### config.mk
export PLATFORM = sky130hd
export DESIGN_NAME = ratio_tick_gen
export DESIGN_NICKNAME = d
export VERILOG_FILES = /design/src/rtl/ratio_tick_pkg.sv /design/src/rtl/ratio_tick_ctrl.sv /design/src/rtl/ratio_tick_count.sv /design/src/rtl/ratio_tick_gen.sv
export SDC_FILE = /design/constraint.sdc
export NUM_CORES = 1
export LEC_CHECK = 0
export CORE_MARGIN = 10
export CORE_UTILIZATION = 45
export DETAILED_ROUTE_END_ITERATION = 8
export HOLD_SLACK_MARGIN = 0.15
export PLACE_DENSITY = 0.71
export REMOVE_ABC_BUFFERS = 1
export SKIP_CTS_REPAIR_TIMING = 1
export SYNTH_ARGS = -nofsm -noshare
export SYNTH_HDL_FRONTEND = slang
export SYNTH_HIERARCHICAL = 1
export SYNTH_SLANG_ARGS = --single-unit
export TNS_END_PERCENT = 5
### constraint.sdc
create_clock -name clk -period 2.55 [get_ports clk]
set_input_delay 0.3825 -clock clk [delete_from_list [all_inputs] [get_ports clk]]
set_output_delay 0.3825 -clock clk [all_outputs]
set_load 0.02 [all_outputs]
### src/rtl/ratio_tick_pkg.sv
package ratio_tick_pkg;
  localparam int CODE_W    = 4;
  localparam int MAX_RATIO = 72000;
  localparam int CNT_W     = $clog2(MAX_RATIO);

  typedef logic [CODE_W-1:0] code_t;
  typedef logic [CNT_W-1:0]  cnt_t;

  // strobes from control to datapath
  typedef struct packed {
    logic run;      // count this edge
    logic restart;  // treat the current count as zero
  } strobe_t;

  // terminal count (ratio - 1) of a code; 0 for reserved codes
  function automatic cnt_t codeLimit(input code_t code);
    case (code)
      4'd0:    codeLimit = cnt_t'(119);
      4'd1:    codeLimit = cnt_t'(179);
      4'd2:    codeLimit = cnt_t'(239);
      4'd3:    codeLimit = cnt_t'(359);
      4'd4:    codeLimit = cnt_t'(479);
      4'd8:    codeLimit = cnt_t'(11999);
      4'd9:    codeLimit = cnt_t'(23999);
      4'd10:   codeLimit = cnt_t'(35999);
      4'd11:   codeLimit = cnt_t'(47999);
      4'd12:   codeLimit = cnt_t'(71999);
      default: codeLimit = '0;
    endcase
  endfunction

  function automatic logic codeValid(input code_t code, input logic escOk);
    case (code)
      4'd5, 4'd6, 4'd7, 4'd13, 4'd14: codeValid = 1'b0;
      4'd15:                          codeValid = escOk;
      default:                        codeValid = 1'b1;
    endcase
  endfunction
endpackage

### src/rtl/ratio_tick_ctrl.sv
module ratio_tick_ctrl
  import ratio_tick_pkg::*;
#(
  parameter bit ESCAPE_EN = 1'b1
) (
  input  logic    clk,
  input  logic    rstN,
  input  code_t   rateSel,
  input  logic    runEn,
  output strobe_t strobes,
  output cnt_t    limit
);
  code_t prevSel;
  logic  selOk;

  always_ff @(posedge clk or negedge rstN) begin
    if (!rstN) prevSel <= '0;
    else       prevSel <= rateSel;
  end

  always_comb begin
    selOk           = codeValid(rateSel, ESCAPE_EN);
    limit           = codeLimit(rateSel);
    strobes.run     = runEn && selOk;
    strobes.restart = (rateSel != prevSel);
  end
endmodule

### src/rtl/ratio_tick_count.sv
module ratio_tick_count
  import ratio_tick_pkg::*;
(
  input  logic    clk,
  input  logic    rstN,
  input  strobe_t strobes,
  input  cnt_t    limit,
  output logic    tickOut
);
  cnt_t cnt;
  cnt_t base;

  always_comb base = strobes.restart ? '0 : cnt;

  always_ff @(posedge clk or negedge rstN) begin
    if (!rstN) begin
      cnt     <= '0;
      tickOut <= 1'b0;
    end else if (!strobes.run) begin
      cnt     <= '0;
      tickOut <= 1'b0;
    end else if (base == limit) begin
      cnt     <= '0;
      tickOut <= 1'b1;
    end else begin
      cnt     <= base + 1'b1;
      tickOut <= 1'b0;
    end
  end
endmodule

### src/rtl/ratio_tick_gen.sv
module ratio_tick_gen
  import ratio_tick_pkg::*;
#(
  parameter bit ESCAPE_EN = 1'b1
) (
  input  logic              clk,
  input  logic              rstN,
  input  logic [CODE_W-1:0] rateSel,
  input  logic              runEn,
  output logic              tickOut
);
  strobe_t strobes;
  cnt_t    limit;

  ratio_tick_ctrl #(.ESCAPE_EN(ESCAPE_EN)) ctrl (
    .clk(clk), .rstN(rstN), .rateSel(rateSel), .runEn(runEn),
    .strobes(strobes), .limit(limit)
  );

  ratio_tick_count dp (
    .clk(clk), .rstN(rstN), .strobes(strobes), .limit(limit), .tickOut(tickOut)
  );
endmodule

==> results.cfg <==
[global_route]
antenna_found_initial = 0
grt_overflow = 0
grt_pass1_vias = 1633
grt_usage_pct = 12.3
grt_pass1_wl_um = 7750
grt_max_degree = 23

[synthesis]
synth-seq-cells = 22
syn_inst = 206
synth_async_sr_flop_share_pct = 100
seq_area_frac_synth_pct = 28.4
yosys_warnings = 6
synthTopCellsByArea = dfrtp_1 28%, xnor2_1 9.0%, a311oi_2 7.0%
avgSynthCellArea_um2 = 9.42
synthFlopType = dfrtp_1
yosys.area.top_type = dfrtp_1
ys_types = 48
synth-edff-count = 0
synth_top_area_share_pct = 28.4
syn_area_mm2 = 0.00194

[power]
powerDensity_mw_per_mm2 = 340
p_leak_nw = 0.895
swShare_pct = 26.6
pwr-share-clk_pct = 30.7
ir_drop_v = 0.000304
p_switching_w = 0.000213
combPwrFrac_pct = 24.7
intPower_w = 0.000587
pwr-share-seq_pct = 44.7

[layout]
synthToLayoutAreaGrowth_pct = 21.1
n_antenna_cell = 0
nets = 254
final_common_cell = buf_4
drive_above_1_share_pct = 29.0
final_area_mm2 = 0.00235
final_cell_mix = 38 x buf_4, 22 x dfrtp_1, 21 x nor2_1, 20 x xnor2_1, 10 x nand2_1

[clock_network]
ctsHtreeMaxLevel = 1
clock-sinks = 22
cts_tree = built
clk_latency_ps = 260
cts_root_buf = clkbuf_8
cts_buffers = 3
clockBufferDepth = 2
cts.clk_slew.worst_paths_ps = 80

[critical_path]
critical_path.startpoint = rateSel[2]
crit_fanout = 10
end_kind = register
cp-start-kind = input pin
r2r_start = ctrl/prevSel[1]$_DFF_PN0_
critPathKind = input pin to register
cp.arrival_ps = 2560
crit_required_ps = 2710
reg2reg_to = dp/cnt[15]$_DFF_PN0_
crit_end = dp/cnt[15]$_DFF_PN0_
reg2reg_depth = 8
r2r_setup_slack_ps = 360

[min_path]
hold_path.class = input pin to async pin

[route]
drc_errors = 0
antenna_left = 0
post_drt_via_cell_ratio = 5.78
vias = 1683
dr.first_iter.drc_count = 83
detail_route.wirelength_um = 4500
wl_per_cell_um = 15.5
drt_pass1_iterations = 4

[timing]
timing.fmax_ghz = 0.417
skew_ps = 4.22
final.setup.tns_ps = 0
tightestPinTransition_ps = 378
finalCritPeriodShare_pct = 93.9
grt_setup_unrepaired = yes
setup_viol = 0
fin_crit_ps = 2400
slew_viol_final = 0
hold_violations = 0
slew_headroom_pct = 74.6

[floorplan]
core_mm2 = 0.00409
floorplan.initialDensity_pct = 47.5
die_x_um = 85.7
io-pin-count = 8
die_h_um = 85.7
rows = 23
fp.dieArea_mm2 = 0.00734

[status]
status = finished clean

[job]
drv_cap = 0

[placement]
dpl.hpwl_um = 3320
post_dp_cell_area_mm2 = 0.00228
gp_congestion = 0.841
place.port_buffers = 7
[power by group through the flow]
| stage | logic [W] | registers, W | clock network [W] |
|---|---|---|---|
| 2_1_floorplan | 0.0000947 | 0.000363 | 0 |
| 4_1_cts | 0.000197 | 0.000357 | 0.000255 |
| 3_3_place_gp | 0.000194 | 0.000364 | 0 |
| 6_report | 0.000197 | 0.000357 | 0.000245 |
| 3_5_place_dp | 0.000195 | 0.000364 | 0 |
| 5_1_grt | 0.000215 | 0.000358 | 0.000268 |
[final cells by class]
| cell class | instances | area (um2) |
|---|---|---|
| repair buffers | 48 | 423 |
| multi-input cells | 160 | 1230 |
| inverters | 7 | 31.3 |
| well taps | 50 | 62.6 |
| clock buffers | 4 | 55.1 |
| fillers | 370 | 1740 |
| flip-flops and latches | 22 | 551 |
[how the worst min path moves through the flow]
stage	endpoint	slack, ps	cells past startpoint
after floorplan	ctrl/prevSel[0]$_DFF_PN0_	90	0
after global routing	ctrl/prevSel[1]$_DFF_PN0_	480	2
final	dp/cnt[12]$_DFF_PN0_	480	2
after detailed placement	dp/cnt[4]$_DFF_PN0_	670	2
after global placement	dp/cnt[4]$_DFF_PN0_	650	2
after CTS	dp/cnt[12]$_DFF_PN0_	490	2
[logic make-up after synthesis]
kind of cell | after synthesis | share of synthesized area, %
fa+ha+maj | 5 | 3.22
simple gates | 79 | 25.1
compound gates | 48 | 21.9
xor+xnor | 28 | 12.6
buf+inv | 24 | 8.70
flops | 22 | 28.4
[cells in the mapped netlist (all sizes together), types with 2 or more instances]
cell and count:
nand4 4, buf 16, a311oi 16, nor2 24, a21oi 4, o32ai 6
dfrtp 22, nand3 5, nor4bb 7, inv 7, nand2 11, and2 2
nor2b 8, nand2b 4, o21ai 6, xor2 8, ha 5, and4 5
nor3 4, a31oi 9, xnor2 20
[layer usage]
metal	global-route usage, %	vias up	part of all wire (%)
met4	3.14	0	1.1
met2	19.9	35	46
li1	-	826	-
met1	16.4	816	48
met5	0	-	0
met3	1.99	6	4.7
[through the flow]
step / std cells / setup WS [ps] / hold slack (ps) / total power [W] / utilization, %
after global routing: 291 / -2.23 / 482 / 0.000841 / 57.5
after floorplan: 189 / -37.4 / 86.9 / 0.000458 / -
after global placement: 287 / -261 / 654 / 0.000558 / 55.8
after detailed placement: 287 / -285 / 673 / 0.000559 / 55.8
after CTS: 291 / -63.7 / 485 / 0.000808 / 57.2
final: 291 / 154 / 478 / 0.000800 / 57.5
[critical path, cell delays in order]
cell and delay [ps]:
clkdlybuf4s50_1 490, xnor2_1 120, nand4_1 270, buf_4 290, nand4b_4 190, or3_4 370
nor2_2 100, xnor2_1 80, a311oi_2 250
[flip-flops by register name, summed over array words and instances, names as in the netlist]
signal,count
ctrl/prevSel,4
dp/cnt,17
dp/tickOut,1
Note: power is estimated with default switching activity, not from simulation.
